<file path="src/rtl/mmt_pkg.sv">
package mmt_pkg;
  typedef enum logic [1:0] {
    MD_TIMER   = 2'b00,
    MD_EVENT   = 2'b01,
    MD_ONESHOT = 2'b10,
    MD_PWM     = 2'b11
  } mode_e;

  localparam int A_MODE = 0;
  localparam int A_CTRL = 1;
  localparam int A_RLD0 = 2;

  typedef struct packed {
    mode_e      mode;
    logic       gate_en;
    logic       in_inv;
    logic       tog_en;
    logic [1:0] clk_sel;
    logic       start;
    logic       up;
    logic [1:0] trig_sel;
  } cfg_t;
endpackage

</file>
<file path="src/rtl/mmt_regs.sv">
module mmt_regs
  import mmt_pkg::*;
#(
  parameter int CNT_W  = 16,
  parameter int ADDR_W = 3
) (
  input  logic              clk_i,
  input  logic              rst_ni,
  input  logic              wr_en_i,
  input  logic [ADDR_W-1:0] wr_addr_i,
  input  logic [7:0]        wr_data_i,
  output cfg_t              cfg_o,
  output logic [CNT_W-1:0]  reload_o,
  output logic              start_rise_o,
  output logic              irq_clr_o
);
  localparam int NB = CNT_W / 8;

  cfg_t             cfg_q;
  logic [CNT_W-1:0] reload_q;
  logic             wr_mode, wr_ctrl;

  assign wr_mode = wr_en_i && (wr_addr_i == ADDR_W'(A_MODE));
  assign wr_ctrl = wr_en_i && (wr_addr_i == ADDR_W'(A_CTRL));

  always_ff @(posedge clk_i or negedge rst_ni) begin
    if (!rst_ni) begin
      cfg_q <= '0;
    end else begin
      if (wr_mode) begin
        cfg_q.mode    <= mode_e'(wr_data_i[1:0]);
        cfg_q.gate_en <= wr_data_i[2];
        cfg_q.in_inv  <= wr_data_i[3];
        cfg_q.tog_en  <= wr_data_i[4];
        cfg_q.clk_sel <= wr_data_i[7:6];
      end
      if (wr_ctrl) begin
        cfg_q.start    <= wr_data_i[0];
        cfg_q.up       <= wr_data_i[1];
        cfg_q.trig_sel <= wr_data_i[3:2];
      end
    end
  end

  for (genvar k = 0; k < NB; k++) begin : g_rld_byte
    always_ff @(posedge clk_i or negedge rst_ni) begin
      if (!rst_ni) reload_q[8*k +: 8] <= '0;
      else if (wr_en_i && (wr_addr_i == ADDR_W'(A_RLD0 + k))) reload_q[8*k +: 8] <= wr_data_i;
    end
  end

  assign cfg_o        = cfg_q;
  assign reload_o     = reload_q;
  assign start_rise_o = wr_ctrl && wr_data_i[0] && !cfg_q.start;
  assign irq_clr_o    = wr_ctrl && wr_data_i[4];

  AST_START_RISE: assert property (@(posedge clk_i) disable iff (!rst_ni)
    start_rise_o |=> cfg_o.start);
endmodule

</file>
<file path="src/rtl/mmt_src.sv">
module mmt_src #(
  parameter int N_CE = 4,
  localparam int SEL_W = $clog2(N_CE)
) (
  input  logic             clk_i,
  input  logic             rst_ni,
  input  logic [N_CE-1:0]  ce_i,
  input  logic             ext_i,
  input  logic             b2_ovf_i,
  input  logic             lo_ovf_i,
  input  logic             hi_ovf_i,
  input  logic [SEL_W-1:0] clk_sel_i,
  input  logic [1:0]       trig_sel_i,
  input  logic             in_inv_i,
  output logic             base_tick_o,
  output logic             event_o,
  output logic             gate_lvl_o
);
  logic ext_q, ext_qq, ext_rise;

  always_ff @(posedge clk_i or negedge rst_ni) begin
    if (!rst_ni) begin
      ext_q  <= 1'b0;
      ext_qq <= 1'b0;
    end else begin
      ext_q  <= ext_i ^ in_inv_i;
      ext_qq <= ext_q;
    end
  end

  assign ext_rise    = ext_q & ~ext_qq;
  assign gate_lvl_o  = ext_q;
  assign base_tick_o = ce_i[clk_sel_i];

  always_comb begin
    case (trig_sel_i)
      2'b00:   event_o = ext_rise;
      2'b01:   event_o = b2_ovf_i;
      2'b10:   event_o = lo_ovf_i;
      default: event_o = hi_ovf_i;
    endcase
  end

  AST_PIN_EDGE_ONE_CYCLE: assert property (@(posedge clk_i) disable iff (!rst_ni)
    (trig_sel_i == 2'b00 && event_o && $stable(trig_sel_i) && $stable(in_inv_i))
      |=> !(event_o && trig_sel_i == 2'b00));
endmodule

</file>
<file path="src/rtl/mmt_core.sv">
module mmt_core
  import mmt_pkg::*;
#(
  parameter int CNT_W = 16,
  parameter int PWM_W = 8
) (
  input  logic             clk_i,
  input  logic             rst_ni,
  input  mode_e            mode_i,
  input  logic             gate_en_i,
  input  logic             tog_en_i,
  input  logic             start_i,
  input  logic             up_i,
  input  logic [CNT_W-1:0] reload_i,
  input  logic             start_rise_i,
  input  logic             irq_clr_i,
  input  logic             base_tick_i,
  input  logic             event_i,
  input  logic             gate_lvl_i,
  output logic             out_o,
  output logic             ovf_o,
  output logic             irq_o
);
  localparam logic [CNT_W-1:0] PWM_TOP = CNT_W'((64'd1 << PWM_W) - 64'd1);
  localparam logic [CNT_W-1:0] CNT_MAX = '1;

  logic [CNT_W-1:0] cnt_q, top_val;
  logic active_q, tog_q, ovf_q, irq_q;
  logic tick, dir_up, at_end, trig, wrap_evt, pwm_hi;

  always_comb begin
    tick   = 1'b0;
    dir_up = 1'b0;
    case (mode_i)
      MD_TIMER:   tick = base_tick_i & (~gate_en_i | gate_lvl_i);
      MD_EVENT: begin
        tick   = event_i;
        dir_up = up_i;
      end
      MD_ONESHOT: tick = base_tick_i & active_q;
      default:    tick = base_tick_i;
    endcase
    top_val  = (mode_i == MD_PWM) ? PWM_TOP : reload_i;
    at_end   = dir_up ? (cnt_q == CNT_MAX) : (cnt_q == '0);
    trig     = (mode_i == MD_ONESHOT) & start_i & event_i & ~active_q & ~start_rise_i;
    wrap_evt = start_i & ~start_rise_i & ~trig & tick & at_end;
    pwm_hi   = start_i & (mode_i == MD_PWM) & (cnt_q[PWM_W-1:0] < reload_i[PWM_W-1:0]);
  end

  always_ff @(posedge clk_i or negedge rst_ni) begin
    if (!rst_ni) begin
      cnt_q    <= '0;
      active_q <= 1'b0;
      tog_q    <= 1'b0;
      ovf_q    <= 1'b0;
      irq_q    <= 1'b0;
    end else begin
      ovf_q <= wrap_evt;
      irq_q <= wrap_evt | (irq_q & ~irq_clr_i);
      if (start_rise_i) begin
        cnt_q    <= top_val;
        tog_q    <= 1'b0;
        active_q <= 1'b0;
      end else if (!start_i) begin
        active_q <= 1'b0;
      end else if (trig) begin
        cnt_q    <= reload_i;
        active_q <= 1'b1;
      end else if (tick) begin
        if (at_end) begin
          tog_q <= ~tog_q;
          if (mode_i == MD_ONESHOT) active_q <= 1'b0;
          else                      cnt_q    <= top_val;
        end else begin
          cnt_q <= dir_up ? cnt_q + CNT_W'(1) : cnt_q - CNT_W'(1);
        end
      end
    end
  end

  always_comb begin
    case (mode_i)
      MD_ONESHOT: out_o = active_q;
      MD_PWM:     out_o = pwm_hi;
      default:    out_o = tog_en_i & tog_q;
    endcase
  end

  assign ovf_o = ovf_q;
  assign irq_o = irq_q;

  AST_NO_STROBE_STOPPED: assert property (@(posedge clk_i) disable iff (!rst_ni)
    !start_i |=> !ovf_o);
  AST_HOLD_STOPPED: assert property (@(posedge clk_i) disable iff (!rst_ni)
    (!start_i && !start_rise_i) |=> $stable(cnt_q));
  AST_IRQ_WITH_STROBE: assert property (@(posedge clk_i) disable iff (!rst_ni)
    ovf_o |-> irq_o);
  AST_DOWN_OUTSIDE_EVENT: assert property (@(posedge clk_i) disable iff (!rst_ni)
    (start_i && mode_i == MD_TIMER && tick && cnt_q != '0)
      |=> cnt_q == $past(cnt_q) - CNT_W'(1));
  AST_TOGGLE_ON_WRAP: assert property (@(posedge clk_i) disable iff (!rst_ni)
    ovf_o |-> tog_q != $past(tog_q));
  AST_PULSE_END_STROBE: assert property (@(posedge clk_i) disable iff (!rst_ni)
    ($fell(active_q) && start_i && mode_i == MD_ONESHOT) |-> ovf_o);
endmodule

</file>
<file path="src/rtl/mm_reload_timer.sv">
module mm_reload_timer
  import mmt_pkg::*;
#(
  parameter int CNT_W  = 16,
  parameter int PWM_W  = 8,
  parameter int N_CE   = 4,
  parameter int ADDR_W = 3
) (
  input  logic              clk_i,
  input  logic              rst_ni,
  input  logic              wr_en_i,
  input  logic [ADDR_W-1:0] wr_addr_i,
  input  logic [7:0]        wr_data_i,
  input  logic [N_CE-1:0]   ce_i,
  input  logic              ext_i,
  input  logic              b2_ovf_i,
  input  logic              lo_ovf_i,
  input  logic              hi_ovf_i,
  output logic              out_o,
  output logic              ovf_o,
  output logic              irq_o
);
  localparam int SEL_W = $clog2(N_CE);

  cfg_t             cfg;
  logic [CNT_W-1:0] reload;
  logic             start_rise, irq_clr, base_tick, evt, gate_lvl;

  mmt_regs #(.CNT_W(CNT_W), .ADDR_W(ADDR_W)) i_regs (
    .clk_i, .rst_ni, .wr_en_i, .wr_addr_i, .wr_data_i,
    .cfg_o(cfg), .reload_o(reload), .start_rise_o(start_rise), .irq_clr_o(irq_clr)
  );

  mmt_src #(.N_CE(N_CE)) i_src (
    .clk_i, .rst_ni, .ce_i, .ext_i, .b2_ovf_i, .lo_ovf_i, .hi_ovf_i,
    .clk_sel_i(SEL_W'(cfg.clk_sel)), .trig_sel_i(cfg.trig_sel), .in_inv_i(cfg.in_inv),
    .base_tick_o(base_tick), .event_o(evt), .gate_lvl_o(gate_lvl)
  );

  mmt_core #(.CNT_W(CNT_W), .PWM_W(PWM_W)) i_core (
    .clk_i, .rst_ni,
    .mode_i(cfg.mode), .gate_en_i(cfg.gate_en), .tog_en_i(cfg.tog_en),
    .start_i(cfg.start), .up_i(cfg.up), .reload_i(reload),
    .start_rise_i(start_rise), .irq_clr_i(irq_clr),
    .base_tick_i(base_tick), .event_i(evt), .gate_lvl_i(gate_lvl),
    .out_o, .ovf_o, .irq_o
  );
endmodule

</file>
<file path="config.mk">
export PLATFORM = sky130hd
export DESIGN_NAME = mm_reload_timer
export DESIGN_NICKNAME = d
export VERILOG_FILES = /design/src/rtl/mmt_pkg.sv /design/src/rtl/mmt_regs.sv /design/src/rtl/mmt_src.sv /design/src/rtl/mmt_core.sv /design/src/rtl/mm_reload_timer.sv
export SDC_FILE = /design/constraint.sdc
export NUM_CORES = 1
export LEC_CHECK = 0
export BUFFER_PORTS_ARGS = -buffer_cell sky130_fd_sc_hd__buf_2
export CORE_MARGIN = 2
export CORE_UTILIZATION = 40
export DETAILED_ROUTE_END_ITERATION = 16
export GPL_TIMING_DRIVEN = 1
export PLACE_DENSITY = 0.67
export SLEW_MARGIN = 20
export SYNTH_ARGS = -nofsm -noshare
export SYNTH_HDL_FRONTEND = slang
export SYNTH_SLANG_ARGS = --single-unit
</file>
<file path="constraint.sdc">
create_clock -name clk_i -period 9 [get_ports clk_i]
set_input_delay 0.9 -clock clk_i [delete_from_list [all_inputs] [get_ports clk_i]]
set_output_delay 0.9 -clock clk_i [all_outputs]
set_load 0.01 [all_outputs]
</file>
=== Word level (Yosys, flattened, before mapping) ===
Cells that the tools add are included.

* Flip-flop bits (word level): 49
* Word-level logic and storage cells: 105
* Output and inout port bits: 3

* Bitwise logic cells: 25
* Add/sub/neg operators: 2
* Reductions and logical operators: 19
* Equal/unequal tests: 14
* Magnitude comparators: 2
* Mux-type cells: 26

{| class="wikitable"
|+ Operators with widths
! kind !! number
|-
| $mux W16 || 8
|-
| $add A16 B1 Y16 const B || 1
|-
| $eq A16 B16 Y1 const B || 1
|-
| $logic_not A16 Y1 || 1
|-
| $sub A16 B1 Y16 const B || 1
|-
| $and A1 B1 Y1 || 15
|-
| $mux W1 || 14
|-
| $ne A4 B1 Y1 const B || 3
|-
| $lt A8 B8 Y1 || 1
|-
| $logic_and A1 B1 Y1 || 7
|-
| $not A1 Y1 || 7
|-
| $eq A2 B2 Y1 const B || 3
|-
| $eq A3 B2 Y1 const B || 2
|-
| $pmux W1 S3 || 2
|-
| $reduce_and A3 Y1 || 2
|-
| $reduce_bool A2 Y1 || 3
|-
| $eq A2 B1 Y1 const B || 2
|-
| $logic_not A2 Y1 || 2
|-
| $ne A4 B3 Y1 const B || 1
|-
| $reduce_and A4 Y1 || 1
|-
| $eq A3 B1 Y1 const B || 1
|-
| $logic_not A3 Y1 || 1
|-
| $lt A2 B3 Y1 const B || 1
|-
| $reduce_bool A3 Y1 || 1
|-
| other kinds (6) || 7
|}

=== Longest topological paths before layout ===
* Depth after elaboration: 11
* Gate-level depth with buffers: 10
* Gate-level depth less buffers: 10

=== Cells and area by module ===
A second synthesis with hierarchy kept.

* Cells, all modules: 343
* Area total of the unflattened synthesis: 3465.8 µm²

{| class="wikitable"
|+ By module, submodules not included
! module !! seq. area each (µm²) !! cells each !! area an instance (µm²) !! instances
|-
| mmt_core || 500.5 || 276 || 2285.9 || 1
|-
| mmt_regs || 675.6 || 61 || 1069.8 || 1
|-
| mmt_src || 50.0 || 6 || 110.1 || 1
|}

=== Worst setup path before layout ===
OpenSTA, ideal clock, no wires.

* Path type: flip-flop to flip-flop
* From: reg i_regs.cfg_q (netlist bit i_regs.cfg_o[10])
* To: reg i_core.cnt_q[12]
* Stages on the path, launching flop included: 11
* Path slack: 6103 ps
* Path buffers: 1
* Period minus slack after synthesis: 2897 ps
* Data arrival time: 2820 ps
* Required time: 8923 ps
* Library setup time: 77 ps
* Path through: dfrtp_1 -> nor2b_1 -> nand2_1 -> ha_1 -> clkbuf_1 -> a21o_1 -> nand2b_1 -> o21a_1 -> o41ai_1 -> mux2_2 -> a21oi_1

* Longest elaborated chain between the ends: 8
* Elaborated cells on any way between the ends: 22
* Those cells by class: eq/ne: 4; mux: 11; bitwise: 4; reduce/logical: 3

{| class="wikitable"
|+ Ends and longest elaborated chain
! what !! RTL line !! text
|-
| start: declaration || mmt_regs.sv:19 || <nowiki>cfg_t cfg_q;</nowiki>
|-
| $eq A2 B1 Y1 (tied with other cells) || mmt_core.sv:34 || <nowiki>case (mode_i)</nowiki>
|-
| $mux W1 (tied with other cells) || mmt_core.sv:34 ||
|-
| $mux W16 (tied with other cells) || mmt_core.sv:75 || <nowiki>cnt_q <= dir_up ? cnt_q + CNT_W'(1) : cnt_q - CNT_W'(1);</nowiki>
|-
| $mux W16 / $and A1 B1 Y1 (equally long branches) || mmt_core.sv:70, mmt_core.sv:45 ||
|-
| $mux W16 / $and A1 B1 Y1 (equally long branches) || mmt_core.sv:69, mmt_core.sv:45 ||
|-
| $mux W16 || mmt_core.sv:66 || <nowiki>end else if (trig) begin</nowiki>
|-
| $mux W16 || mmt_core.sv:64 || <nowiki>end else if (!start_i) begin</nowiki>
|-
| $mux W16 || mmt_core.sv:60 || <nowiki>if (start_rise_i) begin</nowiki>
|-
| end signal: assignment || mmt_core.sv:61 || <nowiki>cnt_q <= top_val;</nowiki>
|-
| end signal: assignment || mmt_core.sv:67 || <nowiki>cnt_q <= reload_i;</nowiki>
|-
| end signal: assignment || mmt_core.sv:73 || <nowiki>else cnt_q <= top_val;</nowiki>
|-
| end: declaration || mmt_core.sv:27 || <nowiki>logic [CNT_W-1:0] cnt_q, top_val;</nowiki>
|}

Parallel ways exist; a longest one is shown, timed or not. The select of a mux whose other input is x is not followed.
A chain may end at the register's enable or synchronous reset.

=== Worst setup path after layout ===
Ends and elaborated chain as after synthesis.

==> out/qor.txt <==
Status - completed
Post-synth EDFFs - 0
CP endpoint kind - flop
Slowest stage delay, CP - 610 ps
Count leader, synth - dfrtp_1
DRT Pass-1 Iters - 5
Post-Syn Nets - 420
Reg clk slew, reported paths - 100 ps
Crit path cell chain - nor2b_1, nand2_1, ha_1, a21o_1, nand2b_1, o21a_1, o41ai_1, mux2_2, a21oi_1
Total CTS buffers - 5
Yosys cell types - 64
Worst rel slew slack - 0.459
Setup CP Type - flop to flop
Site row count - 33
Register area share after synthesis - 0.354
R2R setup slack - 5720 ps
Max Transition Viols Final - 0
Hpwl dp - 6570 um
Final period util - 0.365
GP Congestion - 0.876
WP buf/inv - 0
Final setup violation count - 0
Measured slew at the worst slew-check pin - 810 ps
Post-synth top area share - 0.354
Crit path required time - 9240 ps
Routed WL - 8640 um
Hold path start - i_src.gate_lvl_o
CTS Buffer Depth - 2
First-pass GRT wire length - 14,300 um
Via/cell ratio - 5.98
Seq cells post-synth - 49
Starting DRC count in detailed routing - 327
Net Sw Power - 0.522 mW
Max-Cap Viols - 0
Clock network fraction of total power - 0.119
Nets - 441
Internal - 0.611 mW
Slowest stage cell, crit path - ha_1
Cell Pwr Density - 302 mW/mm2
FMAX - 0.305 GHz
Later-pin clock latency in the skew report - 310 ps
Global route overflow - 0
Yosys warning count - 0
Final Util - 0.453
RSZ-0062 raised after global routing - false
Tmin final - 3280 ps
Area contributors post-synth - dfrtp_1 (35%), ha_1 (8.3%), mux2_2 (5.9%)
Hold/Removal Path Class - flop to flop
Die width - 97.1 um
Resized cells post-CTS - 0
Logic pwr share - 0.551
Flop pwr share - 0.330
Post-CTS Hold Buffers - 0
TritonCTS clock tree - built
DR WL/cell - 17.2 um
Root Buffer - clkbuf_8
Final ANT Viol Nets - 0
RR Endpoint - i_core.cnt_q[12]
Synth cell count leaders - dfrtp_1 (49), nand2_1 (40), o21ai_0 (31)
VDD IR-drop max - 0.132 mV
Routed via count - 2,997
TNS Setup - 0 ps
Vias in the first global route - 2,857
Setup Skew - 13.3 ps
Gate Count Post-Synth - 374
Final Hold Vio Count - 0
Sw frac - 0.461
Die extent in y - 97.1 um
Crit-path max FO - 21
Total GRT Usage - 0.185
I/O pin cnt - 25
Total core area - 0.00830 mm2
DR DRC count - 0
Initial antenna violation count - 0
Async set-reset flop share out of synthesis - 1.00
Syn Area/Cell - 9.26 um2
DIE AREA - 0.00942 mm2
Worst Reg-to-Reg Cells - 9
Hold path cells - 0
Top FF cell, synth - dfrtp_1
Starting Density - 0.417
CP Launch Type - flop
Family with the most delay on the worst path - compound AO/OA/AOI/OAI gates
PortBufs - 24
# diodes - 0
Synth Cell Area - 0.00346 mm2
Worst hold slack - 414 ps
Worst Hold End - i_src.ext_qq
CTS Sinks - 49
Area growth syn-to-layout - 8.41%
Leak Pwr - 1.64 nW
Post-CTS Setup Bufs - 0
Area leader, netlist - dfrtp_1
Worst path arrival time - 3520 ps
R2R Path Start - i_regs.cfg_o[10]
Largest net degree at the start of global routing - 50
H-tree Lvls - 2
Layout cells sized above 1 - 0.167
==> worst max-delay path by stage <==
| stage | from | to | slack [ps] | cells past startpoint |
|---|---|---|---|---|
| after floorplan | i_regs.cfg_o[10] | i_core.cnt_q[12] | 6100 | 10 |
| after global placement | i_regs.cfg_o[10] | i_core.cnt_q[12] | 5830 | 9 |
| after detailed placement | i_regs.cfg_o[10] | i_core.cnt_q[12] | 5710 | 9 |
| after CTS | i_regs.cfg_o[10] | i_core.cnt_q[12] | 5700 | 9 |
| after global routing | i_regs.cfg_o[10] | i_core.cnt_q[12] | 5400 | 9 |
| final | i_regs.cfg_o[10] | i_core.cnt_q[12] | 5720 | 9 |
==> metrics by stage <==
stage	instances	power (mW)	setup WS (ps)	instance area, um2
4_1_cts	501	1.12	5700	3750
6_report	501	1.13	5720	3760
3_3_place_gp	493	0.970	5830	3660
5_1_grt	501	1.23	5400	3760
3_5_place_dp	493	0.985	5710	3660
2_1_floorplan	374	0.827	6100	3460
==> cell usage in the layout, fill, tap and decap left out, drive strengths merged, types with 5 or more instances in the layout <==
cell type	count
a211oi	8
dfrtp	49
ha	23
mux2i	5
buf	26
a31oi	8
nor2	27
nand2b	9
a21oi	24
nand2	40
and3	5
nor3	9
inv	13
nand4	7
mux2	19
nand3	5
o21ai	34
nor4	5
clkbuf	5
o211ai	6
a21o	7
==> cell families (layout without fill, tap and decap cells) <==
kind of cell / Yosys count / count (layout) / share of synthesized area
AO/OA/AOI/OAI: 117 / 117 / 0.232
XOR/XNOR: 7 / 7 / 0.0177
adder cells (fa/ha/maj): 24 / 24 / 0.0888
buffers and inverters: 26 / 48 / 0.0372
flip-flops: 49 / 49 / 0.354
multiplexers: 25 / 25 / 0.0838
AND/OR/NAND/NOR: 126 / 126 / 0.186
==> worst register-to-register path: stages, from the launching register on <==
cell	delay, ps
dfrtp_1	460
nor2b_1	200
nand2_1	510
ha_1	620
a21o_1	210
nand2b_1	150
o21a_1	200
o41ai_1	370
mux2_2	380
a21oi_1	120
==> power by group through the flow <==
stage	Clock, mW	Combinational, mW	Sequential, mW
floorplan	0	0.485	0.342
global placement	0	0.599	0.371
detailed placement	0	0.610	0.374
CTS	0.138	0.617	0.370
global route	0.149	0.704	0.380
finish	0.135	0.624	0.374
==> layout make-up <==
| cell class | instances | area, um2 |
|---|---|---|
| fillers | 815 | 4540 |
| multi-input cells | 299 | 2120 |
| flip-flops and latches | 49 | 1230 |
| repair buffers | 26 | 138 |
| well taps | 105 | 131 |
| clock buffers | 5 | 68.8 |
| inverters | 14 | 53.8 |
| clock inverters | 3 | 22.5 |
==> per-layer routing <==
metal,GRT usage,share of wire
met2,0.291,0.45
met3,0.0259,0.060
met1,0.272,0.48
met5,0,0
met4,0.0401,0.014
==> state kept, by name, summed over array words and instances, names as in the netlist <==
name and count:
i_core.tog_q 1, i_core.active_q 1, i_src.gate_lvl_o 1, i_regs.cfg_o 11, i_core.ovf_o 1, i_core.cnt_q 16
i_src.ext_qq 1, i_core.irq_o 1, i_regs.reload_o 16
(Power assumes the default switching activity.)
